<file path="config.mk">
export PLATFORM = sky130hd
export DESIGN_NAME = sd_data_fifo_engine
export DESIGN_NICKNAME = d
export VERILOG_FILES = /design/src/rtl/sdf_pkg.sv /design/src/rtl/sdf_ring.sv /design/src/rtl/sdf_rx_pack.sv /design/src/rtl/sdf_tx_unpack.sv /design/src/rtl/sd_data_fifo_engine.sv
export SDC_FILE = /design/constraint.sdc
export NUM_CORES = 1
export LEC_CHECK = 0
export BUFFER_PORTS_ARGS = -buffer_cell sky130_fd_sc_hd__buf_2
export CORE_UTILIZATION = 60
export DETAILED_ROUTE_END_ITERATION = 10
export PLACE_DENSITY = 0.83
export SYNTH_ARGS = -nofsm -noshare
export SYNTH_HDL_FRONTEND = slang
export SYNTH_HIERARCHICAL = 1
export SYNTH_SLANG_ARGS = --single-unit
</file>
<file path="constraint.sdc">
create_clock -name clk -period 8.52 [get_ports clk]
set_clock_uncertainty 0.15 [all_clocks]
set_input_delay 0.852 -clock clk [delete_from_list [all_inputs] [get_ports clk]]
set_output_delay 0.852 -clock clk [all_outputs]
set_load 0.02 [all_outputs]
</file>
<file path="src/rtl/sdf_pkg.sv">
package sdf_pkg;
  localparam int ST_W        = 10;
  localparam int ST_DATA     = 0;
  localparam int ST_DATA_IRQ = 8;
  localparam int ST_BLK_IRQ  = 9;
  localparam int FILL_LO     = 4;
  localparam int FILL_W      = 5;
  localparam logic [31:0] DBG_RESET = 32'h0000_C60F;
  localparam logic [3:0]  MODE_DATA = 4'h1;
  localparam logic [3:0]  MODE_OFF  = 4'hF;
endpackage

</file>
<file path="src/rtl/sdf_ring.sv">
module sdf_ring #(
  parameter int DEPTH = 16,
  parameter int W     = 32
) (
  input  logic                         clk,
  input  logic                         rst_n,
  input  logic                         push,
  input  logic [W-1:0]                 push_data,
  input  logic                         pop,
  output logic [W-1:0]                 head,
  output logic [$clog2(DEPTH+1)-1:0]   level,
  output logic                         full,
  output logic                         empty
);
  localparam int PTR_W = $clog2(DEPTH);
  localparam int LVL_W = $clog2(DEPTH+1);

  logic [W-1:0]     mem [DEPTH];
  logic [PTR_W-1:0] rd_ptr, wr_ptr;
  logic             do_push, do_pop;

  assign full    = (level == LVL_W'(DEPTH));
  assign empty   = (level == '0);
  assign do_push = push & ~full;
  assign do_pop  = pop & ~empty;
  assign head    = mem[rd_ptr];

  function automatic logic [PTR_W-1:0] wrap_inc(input logic [PTR_W-1:0] p);
    return (p == PTR_W'(DEPTH-1)) ? '0 : p + 1'b1;
  endfunction

  always_ff @(posedge clk) begin
    if (do_push) mem[wr_ptr] <= push_data;
  end

  always_ff @(posedge clk) begin
    if (!rst_n) begin
      rd_ptr <= '0;
      wr_ptr <= '0;
      level  <= '0;
    end else begin
      if (do_push) wr_ptr <= wrap_inc(wr_ptr);
      if (do_pop)  rd_ptr <= wrap_inc(rd_ptr);
      if (do_push && !do_pop)      level <= level + 1'b1;
      else if (do_pop && !do_push) level <= level - 1'b1;
    end
  end

  // a push into a full ring with no pop leaves it full
  p_no_overflow_r1: assert property (@(posedge clk) disable iff (!rst_n)
    full && push && !pop |=> full);
  // a pop from an empty ring with no push leaves it empty
  p_no_underflow_r2: assert property (@(posedge clk) disable iff (!rst_n)
    empty && pop && !push |=> empty);
endmodule

</file>
<file path="src/rtl/sdf_rx_pack.sv">
module sdf_rx_pack #(
  parameter int WORD_W = 32
) (
  input  logic              clk,
  input  logic              rst_n,
  input  logic              clr,
  input  logic              byte_fire,
  input  logic [7:0]        byte_data,
  input  logic              last,
  output logic              word_valid,
  output logic [WORD_W-1:0] word_data
);
  localparam int LANES = WORD_W / 8;
  localparam int IDX_W = $clog2(LANES);

  logic [WORD_W-1:0] acc;
  logic [IDX_W-1:0]  idx;

  assign word_data  = acc | ({{(WORD_W-8){1'b0}}, byte_data} << (8 * idx));
  assign word_valid = byte_fire & ((idx == IDX_W'(LANES-1)) | last);

  always_ff @(posedge clk) begin
    if (!rst_n || clr) begin
      acc <= '0;
      idx <= '0;
    end else if (byte_fire) begin
      if (word_valid) begin
        acc <= '0;
        idx <= '0;
      end else begin
        acc <= word_data;
        idx <= idx + 1'b1;
      end
    end
  end

  // after a word leaves, the next byte starts at lane 0
  p_lane_restart_r5: assert property (@(posedge clk) disable iff (!rst_n)
    word_valid |=> (idx == '0) && (acc == '0));
endmodule

</file>
<file path="src/rtl/sdf_tx_unpack.sv">
module sdf_tx_unpack #(
  parameter int WORD_W = 32
) (
  input  logic              clk,
  input  logic              rst_n,
  input  logic              clr,
  input  logic              enable,
  input  logic [WORD_W-1:0] head,
  input  logic              fifo_empty,
  input  logic              byte_ready,
  output logic              byte_valid,
  output logic [7:0]        byte_data,
  output logic              word_pop
);
  localparam int LANES  = WORD_W / 8;
  localparam int LEFT_W = $clog2(LANES);

  logic [WORD_W-1:0] shreg;
  logic [LEFT_W-1:0] left;
  logic              have, fire;

  assign have       = (left != '0);
  assign byte_valid = enable & (have | ~fifo_empty);
  assign byte_data  = have ? shreg[7:0] : head[7:0];
  assign fire       = byte_valid & byte_ready;
  assign word_pop   = fire & ~have;

  always_ff @(posedge clk) begin
    if (!rst_n || clr) begin
      shreg <= '0;
      left  <= '0;
    end else if (fire) begin
      if (have) begin
        shreg <= shreg >> 8;
        left  <= left - 1'b1;
      end else begin
        shreg <= head >> 8;
        left  <= LEFT_W'(LANES-1);
      end
    end
  end

  // taking a fresh word leaves its upper bytes queued next, next-lowest first
  p_lsb_first_r7: assert property (@(posedge clk) disable iff (!rst_n)
    word_pop && !clr |=> have && (shreg[7:0] == $past(head[15:8])));
endmodule

</file>
<file path="src/rtl/sd_data_fifo_engine.sv">
module sd_data_fifo_engine
  import sdf_pkg::*;
#(
  parameter int DEPTH  = 16,
  parameter int SIZE_W = 12,
  parameter int BCNT_W = 9
) (
  input  logic               clk,
  input  logic               rst_n,
  input  logic               xfer_read,
  input  logic               xfer_write,
  input  logic               cfg_data_irq_en,
  input  logic               cfg_block_irq_en,
  input  logic [SIZE_W-1:0]  blk_size,
  input  logic               blk_cnt_we,
  input  logic [BCNT_W-1:0]  blk_cnt_wdata,
  input  logic               sw_wr_en,
  input  logic [31:0]        sw_wr_data,
  input  logic               sw_rd_en,
  output logic [31:0]        sw_rd_data,
  input  logic               card_rx_valid,
  output logic               card_rx_ready,
  input  logic [7:0]         card_rx_data,
  output logic               card_tx_valid,
  input  logic               card_tx_ready,
  output logic [7:0]         card_tx_data,
  input  logic [ST_W-1:0]    status_clr,
  output logic [ST_W-1:0]    status_q,
  output logic               irq,
  input  logic               dbg_we,
  input  logic [31:0]        dbg_wdata,
  output logic [31:0]        dbg_q
);
  localparam int WORD_W = 32;
  localparam int REM_W  = SIZE_W + BCNT_W;
  localparam int LVL_W  = $clog2(DEPTH+1);

  logic              rd_mode, wr_mode, rem_nz, last;
  logic              rx_fire, tx_fire, done_evt, blk_hit;
  logic              eng_push, eng_pop, fifo_push, fifo_pop;
  logic              fifo_full, fifo_empty;
  logic [WORD_W-1:0] rx_word, head, push_data;
  logic [LVL_W-1:0]  level;
  logic [REM_W-1:0]  remaining;
  logic [SIZE_W-1:0] size_q, blk_pos;
  logic [31:0]       dbg_r;

  assign rd_mode  = xfer_read;
  assign wr_mode  = xfer_write & ~xfer_read;
  assign rem_nz   = (remaining != '0);
  assign last     = (remaining == REM_W'(1));

  assign card_rx_ready = rd_mode & rem_nz & ~fifo_full;
  assign rx_fire       = card_rx_valid & card_rx_ready;
  assign tx_fire       = card_tx_valid & card_tx_ready;
  assign done_evt      = (rx_fire | tx_fire) & last;
  assign blk_hit       = tx_fire & (size_q != '0) & (blk_pos == SIZE_W'(1));

  sdf_rx_pack #(.WORD_W(WORD_W)) u_pack (
    .clk(clk), .rst_n(rst_n), .clr(blk_cnt_we),
    .byte_fire(rx_fire), .byte_data(card_rx_data), .last(last),
    .word_valid(eng_push), .word_data(rx_word)
  );

  sdf_tx_unpack #(.WORD_W(WORD_W)) u_unpack (
    .clk(clk), .rst_n(rst_n), .clr(blk_cnt_we),
    .enable(wr_mode & rem_nz), .head(head), .fifo_empty(fifo_empty),
    .byte_ready(card_tx_ready), .byte_valid(card_tx_valid),
    .byte_data(card_tx_data), .word_pop(eng_pop)
  );

  // engine moves win over software access in the same cycle
  assign fifo_push  = eng_push | sw_wr_en;
  assign push_data  = eng_push ? rx_word : sw_wr_data;
  assign fifo_pop   = eng_pop | sw_rd_en;
  assign sw_rd_data = (fifo_empty | eng_pop) ? '0 : head;

  sdf_ring #(.DEPTH(DEPTH), .W(WORD_W)) u_ring (
    .clk(clk), .rst_n(rst_n), .push(fifo_push), .push_data(push_data),
    .pop(fifo_pop), .head(head), .level(level),
    .full(fifo_full), .empty(fifo_empty)
  );

  always_ff @(posedge clk) begin
    if (!rst_n) begin
      remaining <= '0;
      size_q    <= '0;
      blk_pos   <= '0;
    end else if (blk_cnt_we) begin
      remaining <= REM_W'(blk_cnt_wdata) * REM_W'(blk_size);
      size_q    <= blk_size;
      blk_pos   <= blk_size;
    end else begin
      if (rx_fire || tx_fire) remaining <= remaining - 1'b1;
      if (tx_fire) blk_pos <= (blk_pos == SIZE_W'(1)) ? size_q : blk_pos - 1'b1;
    end
  end

  always_ff @(posedge clk) begin
    if (!rst_n) begin
      status_q <= '0;
    end else begin
      for (int i = 0; i < ST_W; i++) begin
        if (status_clr[i]) status_q[i] <= 1'b0;
      end
      if (eng_push || eng_pop) begin
        status_q[ST_DATA] <= 1'b1;
        if (cfg_data_irq_en) status_q[ST_DATA_IRQ] <= 1'b1;
      end
      if (blk_hit && cfg_block_irq_en) status_q[ST_BLK_IRQ] <= 1'b1;
    end
  end

  assign irq = status_q[ST_DATA_IRQ] | status_q[ST_BLK_IRQ];

  always_ff @(posedge clk) begin
    if (!rst_n) begin
      dbg_r <= DBG_RESET;
    end else if (dbg_we) begin
      dbg_r <= (dbg_wdata[3:0] == MODE_OFF) ? {dbg_wdata[31:4], 4'h0} : dbg_wdata;
    end else if (done_evt) begin
      dbg_r[3:0] <= MODE_DATA;
    end
  end

  assign dbg_q = {dbg_r[31:FILL_LO+FILL_W], FILL_W'(level), dbg_r[FILL_LO-1:0]};

  // each card byte lowers the remaining count by exactly one
  p_count_step_r3: assert property (@(posedge clk) disable iff (!rst_n)
    (rx_fire || tx_fire) && !blk_cnt_we |=> remaining == $past(remaining) - 1'b1);
  // with no card byte offered, a read transfer holds its count
  p_rx_idle_r6: assert property (@(posedge clk) disable iff (!rst_n)
    rd_mode && !card_rx_valid && !blk_cnt_we |=> remaining == $past(remaining));
  // every engine word move leaves the data flag set
  p_data_flag_r8: assert property (@(posedge clk) disable iff (!rst_n)
    eng_push || eng_pop |=> status_q[ST_DATA]);
  // a block boundary with the enable raises the block interrupt
  p_block_irq_r9: assert property (@(posedge clk) disable iff (!rst_n)
    blk_hit && cfg_block_irq_en |=> status_q[ST_BLK_IRQ] && irq);
  // the last byte puts the state nibble in data mode
  p_data_mode_r10: assert property (@(posedge clk) disable iff (!rst_n)
    done_evt && !dbg_we && !blk_cnt_we |=> dbg_q[3:0] == MODE_DATA);
  // a written nibble of 0xF is stored as zero
  p_nibble_fold_r12: assert property (@(posedge clk) disable iff (!rst_n)
    dbg_we && dbg_wdata[3:0] == MODE_OFF |=> dbg_q[3:0] == 4'h0);
endmodule

</file>
==> impl_metrics.json <==
{
  "wl_per_cell_um": 27.0,
  "vias": 19921,
  "nets": 2537,
  "grt_start_max_net_pins": 92,
  "synth_warnings": 6,
  "maxSlewViolCount": 0,
  "ys_seq_area_share_pct": 59.7,
  "io_buffers": 180,
  "comb_power_share_pct": 28.2,
  "clock_sinks": 664,
  "dp_hpwl_um": 45900,
  "clockPowerShare_pct": 32.7,
  "p_total_uw": 9690,
  "synth_top_family_by_area": "multiplexers",
  "period_share_pct": 69.8,
  "via_per_inst": 6.59,
  "crit_chain": "nor4_1 > nand2_1 > nor2_1 > nor3b_1 > a21bo_1 > clkinv_4 > and3_1 > nor2_2 > buf_8 > and2_1 > buf_2",
  "p_seq_share_pct": 39.1,
  "worstSetupPathType": "flip-flop to output port",
  "synthCells": 2154,
  "globalplace.congestion": 0.834,
  "cp.buffers_inverters": 3,
  "synth_mux_area_share_pct": 12.4,
  "r2r_setup_slack_ns": 3.13,
  "grt_pass1_vias": 20399,
  "cts_resized": 0,
  "cap_violations": 0,
  "yosysMostFrequentCell": "edfxtp_1",
  "cts_max_level": 3,
  "r2r-start": "remaining[4]",
  "detail-route-antenna-nets": 0,
  "grt_overflow_total": 0,
  "synth_top_area_share_pct": 49.8,
  "grt_setup_unrepaired": "false",
  "final_cell_area_um2": 34700,
  "place_area_um2": 32300,
  "wirelength_um": 81700,
  "irDropWorstVdd_v": 0.000161,
  "antenna_found_initial": 5,
  "synthFlopType": "edfxtp_1",
  "layout_min_cycle_time_ns": 5.94,
  "r2r-end": "u_ring/level[4]",
  "die_area_um2": 52300,
  "seqCellArea_um2": 18400,
  "multi_input_area_um2": 11300,
  "setup_violations": 0,
  "tns_ns": 0,
  "cts-root-buf": "clkbuf_16",
  "synth-async-reset-ratio_pct": 0,
  "clk-insertion-delay-late_ns": 0.62,
  "cts_tree": "built",
  "synth_area_um2": 30800,
  "grt_first_pass_wirelength_um": 123000,
  "hold_violations": 0,
  "grt_usage_pct": 31.6,
  "intPower_uw": 6620,
  "drc": 0,
  "io_pins": 200,
  "cp-start-kind": "flip-flop",
  "drive_gt1_share_pct": 22.8,
  "ff2ff_path_depth": 16,
  "synth-edff-count": 512,
  "area_growth_pct": 12.4,
  "num_rows": 82,
  "cp_top_family": "simple AND/OR/NAND/NOR gates",
  "fp.dieH_um": 229,
  "synth_common_cells": "edfxtp_1 (512), dfxtp_1 (152), inv_1 (144)",
  "place_ws_ns": 2.88,
  "worst_slack_ns": 2.58,
  "numCtsBuffers": 68,
  "relSlewSlack_pct": 24.4,
  "postCtsSetupBuffers": 0,
  "synth_fa_ha_area_share_pct": 6.99,
  "yosys.area.top_type": "edfxtp_1",
  "crit_path_end_kind": "output port",
  "cts_hold_buffers": 0,
  "sw_frac_of_total_pct": 31.6,
  "start_util_pct": 61.1,
  "critPathArrivalTime_ns": 4.94,
  "whs_ns": 0.309,
  "die_x_um": 229,
  "drtIter0Drc": 2625,
  "cts.clk_slew.worst_paths_ns": 0.07,
  "worstMarginPinSlew_ns": 1.13,
  "status": "completed",
  "min_from": "u_pack/acc[23]",
  "firstDrtPassIters": 6,
  "synth_compound_area_share_pct": 7.95,
  "clockBufferDepth": 3,
  "coreArea_um2": 50500,
  "holdPathStages": 2,
  "synth.avg_cell_area_um2": 14.3,
  "crit_required_ns": 7.52,
  "n_fill_cell": 3174,
  "ys_types": 84,
  "min_to": "u_pack/acc[23]",
  "critPathMaxFanout": 31,
  "pwr_density_cell_nw_per_um2": 279,
  "synthSimpleGateAreaFrac_pct": 7.91,
  "ys_ff_latch": 664,
  "fmax_ghz": 0.168,
  "slowest_delay_ns": 0.72,
  "p_leak_uw": 0.0127,
  "synthTopCellsByArea": "edfxtp_1 (50%), dfxtp_1 (9.9%), mux4_2 (9.3%)",
  "cpMaxStageDelayCell": "nor4_1",
  "synth_xor_area_share_pct": 0.937,
  "switchingPower_uw": 3060,
  "hold_class": "flip-flop to flip-flop"
}
-- worst max-delay path by stage --
| stage | startpoint | to | slack (ns) | cells after the start |
|---|---|---|---|---|
| after global placement | remaining[8] | sw_rd_data[16] | 3.18 | 10 |
| after CTS | remaining[4] | sw_rd_data[16] | 2.11 | 10 |
| after detailed placement | remaining[4] | sw_rd_data[16] | 2.88 | 10 |
| after floorplan | remaining[8] | u_ring/mem[0][0] | 2.52 | 12 |
| after global routing | remaining[4] | sw_rd_data[16] | 2.31 | 11 |
| final | remaining[4] | sw_rd_data[16] | 2.58 | 11 |
-- cell families (layout without fill, tap and decap cells) --
family | count (synthesis) | after routing
compound gates | 352 | 352
xor+xnor | 33 | 33
fa+ha+maj | 129 | 129
buf+inv | 299 | 486
flops | 664 | 664
mux | 216 | 216
other cells | 1 | 10
simple gates | 460 | 460
-- state kept, by name (all words and copies together), names as in the netlist, 3 cells and up, named ones only --
name / cells
size_q: 12
remaining: 21
blk_pos: 12
u_ring/rd_ptr: 4
u_ring/mem: 512
u_ring/wr_ptr: 4
u_ring/level: 5
status_q: 3
u_unpack/shreg: 24
dbg_r: 27
u_pack/acc: 32
-- cells in the final DEF (no fill, tap or decap), types with 9 or more instances in the layout --
cell         n
a21o_1      36
nand2b_1    12
nor2_1      61
a41oi_1      9
xnor2_1     19
nand2_1    138
a211oi_2    10
xor2_1      14
bufinv_16   11
dfxtp_1    150
and2_1     101
edfxtp_1   512
clkbuf_1    16
o22ai_1      9
a22oi_1     64
mux2_2      32
a211oi_1    38
nor2_4      12
inv_1      144
nor4_1      11
nor3_1      20
mux4_2     128
nand4b_1    18
buf_2      180
mux2i_1     48
buf_4       31
nand3_1     19
ha_1        56
fa_1        72
nand4_1     10
o21ai_0     37
clkbuf_16   69
a21oi_1     95
-- metrics by stage --
step | utilization (%) | instances
final | 68.7 | 3022
after floorplan | - | 2160
after global placement | 64.0 | 2894
after detailed placement | 64.0 | 2894
after CTS | 68.7 | 3018
after global routing | 68.7 | 3020
-- power by group through the flow --
stage	combinational, uW	sequential [uW]	clock [uW]
2_1_floorplan	2050	3770	0
3_3_place_gp	2570	3840	0
3_5_place_dp	2650	3850	0
4_1_cts	2710	3780	3190
5_1_grt	2960	3800	3320
6_report	2730	3780	3170
-- worst min-delay path: stages, from the launching register on --
cell and delay, ns:
dfxtp_1 0.31, inv_1 0.05, a211oi_1 0.05
-- metal layers --
metal / share of wire, % / track usage (%)
met5: 0.028 / 0
met4: 5.2 / 15.9
met3: 11 / 6.35
met2: 49 / 53.0
met1: 34 / 39.0
-- final cells by class --
cell class / instances / share of cell area [%]
inverters: 149 / 1.63
well taps: 672 / 2.42
clock buffers: 86 / 5.19
clock inverters: 38 / 1.63
diodes: 3 / 0.0216
flip-flops and latches: 664 / 53.1
multi-input cells: 1197 / 32.6
repair buffers: 213 / 3.37
(Power assumes the default switching activity.)
